<file path="src/rtl/arb_pkg.sv">
// Package: shared types and helpers for the bus arbitration controller.
// Assumes integral clock frequency in MHz and delays given in nanoseconds.
package arb_pkg;

    typedef enum logic [1:0] {
        ST_IDLE    = 2'd0,   // watching for a free bus
        ST_HOLDOFF = 2'd1,   // bus free, waiting out the idle time
        ST_ARB     = 2'd2,   // busy and ID bit driven, settling
        ST_WON     = 2'd3    // select driven, bus owned
    } arb_state_e;

    // Round a nanosecond delay up to whole clock cycles.
    function automatic int unsigned ns_to_cyc(input int unsigned ns, input int unsigned mhz);
        return (ns * mhz + 999) / 1000;
    endfunction

endpackage

</file>
<file path="src/rtl/bus_sync.sv">
// Two-flop synchronizer for W asynchronous active-high bus lines.
// Assumes each line is stable long enough to be caught; resets to deasserted.
module bus_sync #(
    parameter int W = 1
) (
    input  logic         clk,
    input  logic         rst_n,
    input  logic [W-1:0] d,
    output logic [W-1:0] q
);
    generate
        for (genvar i = 0; i < W; i++) begin : g_bit
            logic meta;
            logic stable;
            // Two-stage capture of one bus line.
            always_ff @(posedge clk) begin
                if (!rst_n) begin
                    meta   <= 1'b0;
                    stable <= 1'b0;
                end else begin
                    meta   <= d[i];
                    stable <= meta;
                end
            end
            assign q[i] = stable;
        end
    endgenerate
endmodule

</file>
<file path="src/rtl/free_detect.sv">
// Bus-free detector: flags the bus free once busy, select and bus reset
// have all been low for DESKEW_CYC consecutive synchronized cycles.
// Assumes inputs are already synchronized to clk.
module free_detect #(
    parameter int DESKEW_CYC = 4
) (
    input  logic clk,
    input  logic rst_n,
    input  logic bsy_s,
    input  logic sel_s,
    input  logic rst_s,
    output logic bus_free
);
    localparam int CW = $clog2(DESKEW_CYC + 1);

    logic [CW-1:0] quiet_cnt;
    logic          raw_free;

    assign raw_free = !bsy_s && !sel_s && !rst_s;

    // Count consecutive quiet cycles, saturating at the deskew limit.
    always_ff @(posedge clk) begin
        if (!rst_n || !raw_free) begin
            quiet_cnt <= '0;
        end else if (quiet_cnt != CW'(DESKEW_CYC)) begin
            quiet_cnt <= quiet_cnt + 1'b1;
        end
    end

    assign bus_free = raw_free && (quiet_cnt == CW'(DESKEW_CYC));
endmodule

</file>
<file path="src/rtl/cycle_timer.sv">
// Up-counter for phase timing: cleared on request, otherwise counts and
// saturates at its maximum. Assumes W is wide enough for the longest phase.
module cycle_timer #(
    parameter int W = 10
) (
    input  logic         clk,
    input  logic         rst_n,
    input  logic         clr,
    output logic [W-1:0] count
);
    // Restart on clear, else advance until saturated.
    always_ff @(posedge clk) begin
        if (!rst_n || clr) begin
            count <= '0;
        end else if (count != {W{1'b1}}) begin
            count <= count + 1'b1;
        end
    end
endmodule

</file>
<file path="src/rtl/bus_arbiter.sv">
// Bus arbitration controller: wins a shared wired-OR parallel bus for a
// device with fixed ID OWN_ID. Sequence: free detect, idle hold-off, drive
// busy and own ID bit, settle, compare against higher IDs, then drive select.
// Assumes open-collector drivers outside; outputs are drive enables.
module bus_arbiter #(
    parameter int DW         = 8,
    parameter int OWN_ID     = 5,
    parameter int CLK_MHZ    = 250,
    parameter int FREE_NS    = 800,
    parameter int SETTLE_NS  = 2200,
    parameter int DESKEW_CYC = 4
) (
    input  logic          clk,
    input  logic          rst_n,
    input  logic          arb_req,
    input  logic          bsy_in,
    input  logic          sel_in,
    input  logic          rst_in,
    input  logic [DW-1:0] data_in,
    output logic          bsy_oe,
    output logic          sel_oe,
    output logic [DW-1:0] data_oe,
    output logic          arb_won
);
    import arb_pkg::*;

    localparam int FREE_CYC = int'(ns_to_cyc(FREE_NS, CLK_MHZ));
    localparam int ARB_CYC  = int'(ns_to_cyc(SETTLE_NS, CLK_MHZ));
    localparam int MAX_CYC  = (FREE_CYC > ARB_CYC) ? FREE_CYC : ARB_CYC;
    localparam int TW       = $clog2(MAX_CYC + 1);
    localparam logic [DW-1:0] OWN_MASK   = DW'(1) << OWN_ID;
    localparam logic [DW-1:0] ABOVE_MASK = ~((OWN_MASK << 1) - DW'(1));

    logic          bsy_s, sel_s, rst_s;
    logic [DW-1:0] data_s;
    logic          bus_free;
    logic [TW-1:0] tcount;
    logic          outranked;
    arb_state_e    state, state_nx;

    bus_sync #(.W(3)) u_ctl_sync (
        .clk   (clk),
        .rst_n (rst_n),
        .d     ({bsy_in, sel_in, rst_in}),
        .q     ({bsy_s, sel_s, rst_s})
    );

    bus_sync #(.W(DW)) u_data_sync (
        .clk   (clk),
        .rst_n (rst_n),
        .d     (data_in),
        .q     (data_s)
    );

    free_detect #(.DESKEW_CYC(DESKEW_CYC)) u_free (
        .clk      (clk),
        .rst_n    (rst_n),
        .bsy_s    (bsy_s),
        .sel_s    (sel_s),
        .rst_s    (rst_s),
        .bus_free (bus_free)
    );

    cycle_timer #(.W(TW)) u_timer (
        .clk   (clk),
        .rst_n (rst_n),
        .clr   (state_nx != state),
        .count (tcount)
    );

    assign outranked = (data_s & ABOVE_MASK) != '0;

    // Next-state decision for the arbitration sequence.
    always_comb begin
        state_nx = state;
        unique case (state)
            ST_IDLE: begin
                if (arb_req && bus_free) state_nx = ST_HOLDOFF;
            end
            ST_HOLDOFF: begin
                if (!arb_req || !bus_free)            state_nx = ST_IDLE;
                else if (tcount == TW'(FREE_CYC - 1)) state_nx = ST_ARB;
            end
            ST_ARB: begin
                if (!arb_req || outranked)           state_nx = ST_IDLE;
                else if (tcount == TW'(ARB_CYC - 1)) state_nx = ST_WON;
            end
            ST_WON: begin
                if (!arb_req) state_nx = ST_IDLE;
            end
            default: state_nx = ST_IDLE;
        endcase
        if (rst_s) state_nx = ST_IDLE;
    end

    // State register.
    always_ff @(posedge clk) begin
        if (!rst_n) state <= ST_IDLE;
        else        state <= state_nx;
    end

    // Drive enables decoded from the registered state.
    always_comb begin
        bsy_oe  = (state == ST_ARB) || (state == ST_WON);
        sel_oe  = (state == ST_WON);
        arb_won = (state == ST_WON);
        data_oe = bsy_oe ? OWN_MASK : '0;
    end
endmodule

</file>
<file path="config.mk">
export PLATFORM = sky130hd
export DESIGN_NAME = bus_arbiter
export DESIGN_NICKNAME = d
export VERILOG_FILES = /design/src/rtl/arb_pkg.sv /design/src/rtl/bus_sync.sv /design/src/rtl/free_detect.sv /design/src/rtl/cycle_timer.sv /design/src/rtl/bus_arbiter.sv
export SDC_FILE = /design/constraint.sdc
export NUM_CORES = 1
export LEC_CHECK = 0
export BUFFER_PORTS_ARGS = -buffer_cell sky130_fd_sc_hd__buf_2
export CORE_ASPECT_RATIO = 1.5
export CORE_MARGIN = 2
export CORE_UTILIZATION = 48
export DETAILED_ROUTE_END_ITERATION = 10
export MAX_ROUTING_LAYER = met4
export PLACE_DENSITY = 0.83
export SYNTH_ARGS = -nofsm -noshare
export SYNTH_HDL_FRONTEND = slang
export SYNTH_SLANG_ARGS = --single-unit
export TNS_END_PERCENT = 30
</file>
<file path="constraint.sdc">
create_clock -name clk -period 1.7 [get_ports clk]
set_input_delay 0.17 -clock clk [delete_from_list [all_inputs] [get_ports clk]]
set_output_delay 0.17 -clock clk [all_outputs]
set_load 0.02 [all_outputs]
</file>
# After elaboration in Yosys (flattened, before gate mapping)
# Index checks and enable logic that the tools add are counted.
[totals]
elab_cells = 51
ff_bits = 25
in_bits = 14
out_inout_bits = 11
[op_classes]
eq_ne = 9
mux = 9
n_reduce_logical = 18
n_addsub = 2
[ops]
columns = ["op", "count"]
rows = [
  ["$mux 2", 7],
  ["$add 10x1->10 const B", 1],
  ["$eq 10x10->1 const B", 1],
  ["$eq 10x8->1 const B", 1],
  ["$ne 10x10->1 const B", 1],
  ["$pmux 2 s4", 1],
  ["$reduce_bool 8->1", 1],
  ["$logic_not 1->1", 7],
  ["$mux 6", 1],
  ["$logic_or 1x1->1", 5],
  ["$eq 2x2->1 const B", 2],
  ["$logic_and 1x1->1", 4],
  ["$add 3x1->3 const B", 1],
  ["$eq 3x3->1 const B", 1],
  ["$ne 3x3->1 const B", 1],
  ["$eq 2x1->1 const B", 1],
  ["$logic_not 2->1", 1],
  ["$ne 2x2->1", 1],
]

# Depth between registers and ports, before layout
[depth]
ltp_word = 11
depth_mapped = 7
mapped_depth_nobuf = 7

# Cells and area by module
# From an unflattened synthesis, not the netlist that was laid out.
[unflattened]
hier_cells = 172
area_unflattened_um2 = 1702.9
[modules_own_cells]
columns = ["mod", "instances", "area_each_um2", "cells_each"]
rows = [
  ["cycle_timer", 1, 530.5, 57],
  ["bus_sync at u_data_sync", 1, 506.7, 41],
  ["bus_arbiter", 1, 309.0, 40],
  ["bus_sync at u_ctl_sync", 1, 180.2, 15],
  ["free_detect", 1, 176.4, 19],
]

# Least setup slack after synthesis
# OpenSTA, ideal clock, no wires.
[synth_path]
path_type = "register to register"
from = "register u_timer.count[1]"
to = "register u_timer.count[1]"
stages_incl_launch_ff = 8
setup_slack_ps = 64
setup_time_ps = 103
arrival_ps = 1533
required_ps = 1597
period_less_slack_ps = 1636
path_cell_list = "dfxtp_1 -> inv_1 -> ha_1 -> nor4bb_1 -> and4_1 -> a211oi_2 -> a21oi_4 -> a2111oi_2"
[synth_via]
elab_chain_cells = 7
elab_cells_between_ends = 12
classes_between = "1 x add/sub; 4 x eq/ne; 6 x mux; 1 x reduce/logical"
[synth_rtl]
columns = ["item", "line_no", "rtl"]
rows = [
  ["from (decl)", "cycle_timer.sv:9", "output logic [W-1:0] count"],
  ["from (signal assigned)", "cycle_timer.sv:16", "count <= count + 1'b1;"],
  ["$eq 10x10->1 / $eq 10x8->1 (equally long branches)", "bus_arbiter.sv:86, bus_arbiter.sv:82", ""],
  ["$mux 2 (on tied branches)", "bus_arbiter.sv:86, bus_arbiter.sv:82", ""],
  ["$mux 2 (on tied branches)", "bus_arbiter.sv:85, bus_arbiter.sv:81", ""],
  ["$pmux 2 s4", "bus_arbiter.sv:76", "unique case (state)"],
  ["$mux 2", "bus_arbiter.sv:93", "if (rst_s) state_nx = ST_IDLE;"],
  ["$ne 2x2->1", "bus_arbiter.sv:67", ".clr (state_nx != state),"],
  ["$logic_or 1x1->1", "cycle_timer.sv:13", "if (!rst_n || clr) begin"],
]
# Several ways; a longest one is shown, not always the timed one.
# A chain may end at the register's enable or synchronous reset.

# Worst setup path in the final report
[layout_path]
from = "register u_timer.count[1]"
to = "register u_timer.count[7]"
# Same word-level chain as after synthesis.

==> flow_metrics.env <==
export IMPL_synthCells=140
export IMPL_fin_tns_setup_ps=-12.17
export IMPL_grt_pass1_wl_um=3774
export IMPL_hold_ws_ps=46.51
export IMPL_clk_pin_slew_ps=140
export IMPL_cp_slowest_stage_delay_ps=390
export IMPL_setup_viol=1
export IMPL_cap_violations=0
export IMPL_cts_path_max_buffers=2
export IMPL_hold_class="in -> reg"
export IMPL_cp_num_buf_inv=2
export IMPL_required_ps=1940
export IMPL_status="complete, but fails checks"
export IMPL_worst_slack_ps=-12.17
export IMPL_drc=0
export IMPL_crit_slowest_cell="dfxtp_2"
export IMPL_seq_area_frac_synth_pct=39.56
export IMPL_detail_route_antenna_nets=0
export IMPL_ys_async_sr_fraction_pct=0
export IMPL_port_buffers=11
export IMPL_syn_area_sq_mm=0.001265
export IMPL_worst_path_dominant_cell_family="compound AO/OA/AOI/OAI gates"
export IMPL_synth_ff_latch_count=25
export IMPL_regToRegStartpoint="u_timer.count[1]"
export IMPL_cts_buffers=3
export IMPL_antenna_found_initial=0
export IMPL_worst_path_most_repeated_cell="a211oi_2"
export IMPL_wirelength_um=2472
export IMPL_fmax_ghz=0.5841
export IMPL_track_usage_pct=16.67
export IMPL_synth_enable_flop_cells=0
export IMPL_fin_area_sq_mm=0.001544
export IMPL_vdd_drop_max_mv=0.4575
export IMPL_holdPathStages=2
export IMPL_grt_max_degree=16
export IMPL_ff2ff_path_depth=8
export IMPL_r2r_end="u_timer.count[7]"
export IMPL_power_mw=1.029
export IMPL_min_period_ps=1712
export IMPL_chipWidth_um=45.92
export IMPL_seq_area_sq_um=505.5
export IMPL_rsz0062_at_grt="yes"
export IMPL_area_growth_pct=22.06
export IMPL_violations="setup timing"
export IMPL_drive_above_1_share_pct=31.65
export IMPL_n_fill_cell=200
export IMPL_hold_buffers=0
export IMPL_antenna_cells=0
export IMPL_fp_row_count=22
export IMPL_avgSynthCellArea_sq_um=9.035
export IMPL_grt_pass1_vias=998
export IMPL_crit_fanout=5
export IMPL_hold_end="u_data_sync.g_bit[6].meta"
export IMPL_yosys_warnings=0
export IMPL_nets=177
export IMPL_post_route_util_pct=62.32
export IMPL_ys_flop_type="dfxtp_1"
export IMPL_cp_start_kind="flip-flop"
export IMPL_finalCritPeriodShare_pct=100.7
export IMPL_cellPowerDensity_mw_per_mm2=666.3
export IMPL_die_area_sq_mm=0.003071
export IMPL_final_cells=182
export IMPL_post_place_ws_ps=-3.717
export IMPL_r2r_slack_ps=-10
export IMPL_clock_latency_ps=310
export IMPL_root_buffer="clkbuf_4"
export IMPL_dpl_hpwl_um=1783
export IMPL_synth_cell_type_count=39
export IMPL_h_tree_depth=1
export IMPL_worstHoldStart="data_in[6]"
export IMPL_critical_path_class="reg -> reg"
export IMPL_p_leak_nw=0.5764
export IMPL_die_y_um=66.88
export IMPL_crit_chain="inv_2, ha_2, nor4bb_1, and4_1, a211oi_2, a21oi_4, buf_12, a211oi_2"
export IMPL_vias_per_cell=5.824
export IMPL_endpoint_kind="flip-flop"
export IMPL_pin_count=25
export IMPL_maxSlewViolCount=0
export IMPL_arrival_ps=1960
export IMPL_wire_per_inst_um=13.58
export IMPL_dpl_instance_area_sq_mm=0.001351
export IMPL_initial_utilization_pct=51.06
export IMPL_finalClockSkew_ps=2.305
export IMPL_hold_violations=0
export IMPL_vias=1060
export IMPL_dp_cells=176
export IMPL_drtIter0Drc=40
export IMPL_first_pass_iters=4
export IMPL_multi_input_area_sq_um=788.3
export IMPL_cts_tree="yes"
export IMPL_grt_overflow=0
export IMPL_clock_sinks=25
export IMPL_coreArea_sq_mm=0.002477
export IMPL_gp_congestion=0.8480
export IMPL_crit_cells=8
synthesized netlist by cell type (all sizes together), types with 3 or more instances:
| library cell | n | area, sq um |
|---|---|---|
| inv | 5 | 18.77 |
| clkbuf | 3 | 11.26 |
| nand3 | 10 | 55.05 |
| and2 | 12 | 76.33 |
| dfxtp | 25 | 500.5 |
| nand2 | 8 | 30.03 |
| nor2 | 9 | 33.78 |
| and4 | 4 | 35.03 |
| buf | 11 | 77.57 |
| ha | 4 | 50.05 |
| o21ai | 6 | 30.03 |
| nor3 | 6 | 30.03 |
| nand4 | 3 | 18.77 |
| a21oi | 5 | 36.29 |
worst max-delay path by stage:
| stage | start | endpoint | slack [ps] |
|---|---|---|---|
| after detailed placement | u_timer.count[1] | u_timer.count[1] | -4 |
| after global routing | u_timer.count[1] | u_timer.count[1] | -90 |
| final | u_timer.count[1] | u_timer.count[7] | -10 |
| after CTS | u_timer.count[1] | u_timer.count[1] | 7 |
| after global placement | u_timer.count[1] | u_timer.count[1] | 60 |
| after floorplan | u_timer.count[1] | u_timer.count[1] | 60 |
timing repair:
action / 4_1_cts / 5_1_grt
gates cloned: 0 / 1
setup buffers: 0 / 1
pin swaps: 2 / 11
endpoints found under the setup margin: 8 / 10
resized for setup: 1 / 21
cells in the final DEF, fill, tap and decap left out, types with 4 or more instances in the layout:
master / instances
inv_1: 4
o21ai_0: 6
a21oi_1: 4
dfxtp_2: 4
buf_2: 11
nand2_1: 8
dfxtp_1: 21
nor2_1: 9
conb_1: 7
nand3_1: 8
buf_4: 9
and2_1: 11
where the power goes:
part	switching [mW]	internal, mW	leakage (nW)
Combinational	0.0727	0.0580	0.356
Clock	0.184	0.0897	0.0139
Sequential	0.0155	0.609	0.206
flip-flops by register name (all words and copies together), names as in the netlist:
| name | cells |
|---|---|
| u_ctl_sync.g_bit.meta | 3 |
| u_ctl_sync.g_bit.stable | 3 |
| u_data_sync.g_bit.meta | 2 |
| u_free.quiet_cnt | 3 |
| u_data_sync.g_bit.stable | 2 |
| u_timer.count | 10 |
| state | 2 |
cell families (layout without fill, tap and decap cells):
| kind of cell | after synthesis | after routing | share of synthesized area, % |
|---|---|---|---|
| fa+ha+maj | 4 | 4 | 3.957 |
| other cells | 1 | 7 | 0.2965 |
| buf+inv | 20 | 32 | 8.803 |
| simple gates | 64 | 64 | 31.16 |
| xor+xnor | 4 | 4 | 2.770 |
| compound gates | 21 | 21 | 12.66 |
| flops | 25 | 25 | 39.56 |
| mux | 1 | 1 | 0.7913 |
area by class of cell:
class / count / area share, %
Clock buffer: 3 / 1.459
Timing Repair Buffer: 22 / 10.86
Sequential cell: 25 / 32.74
Tap cell: 24 / 1.945
Clock inverter: 1 / 0.4862
Multi-Input combinational cell: 101 / 51.05
Inverter: 6 / 1.459
per-layer routing:
layer  routed length (um)  GRT usage, %  vias to the layer above
met1                 1024         16.69                      508
met2                 1326         28.82                       27
met3                   88         2.168                        4
li1                     -             -                      521
met4                   33         10.71                        0
met5                    0             -                        -
worst register-to-register path, stage by stage (launching register included):
cell and delay [ps]:
dfxtp_2 390, inv_2 40, ha_2 150, nor4bb_1 110, and4_1 210, a211oi_2 290
a21oi_4 80, buf_12 170, a211oi_2 210
Power figures use the tool's default switching activity.
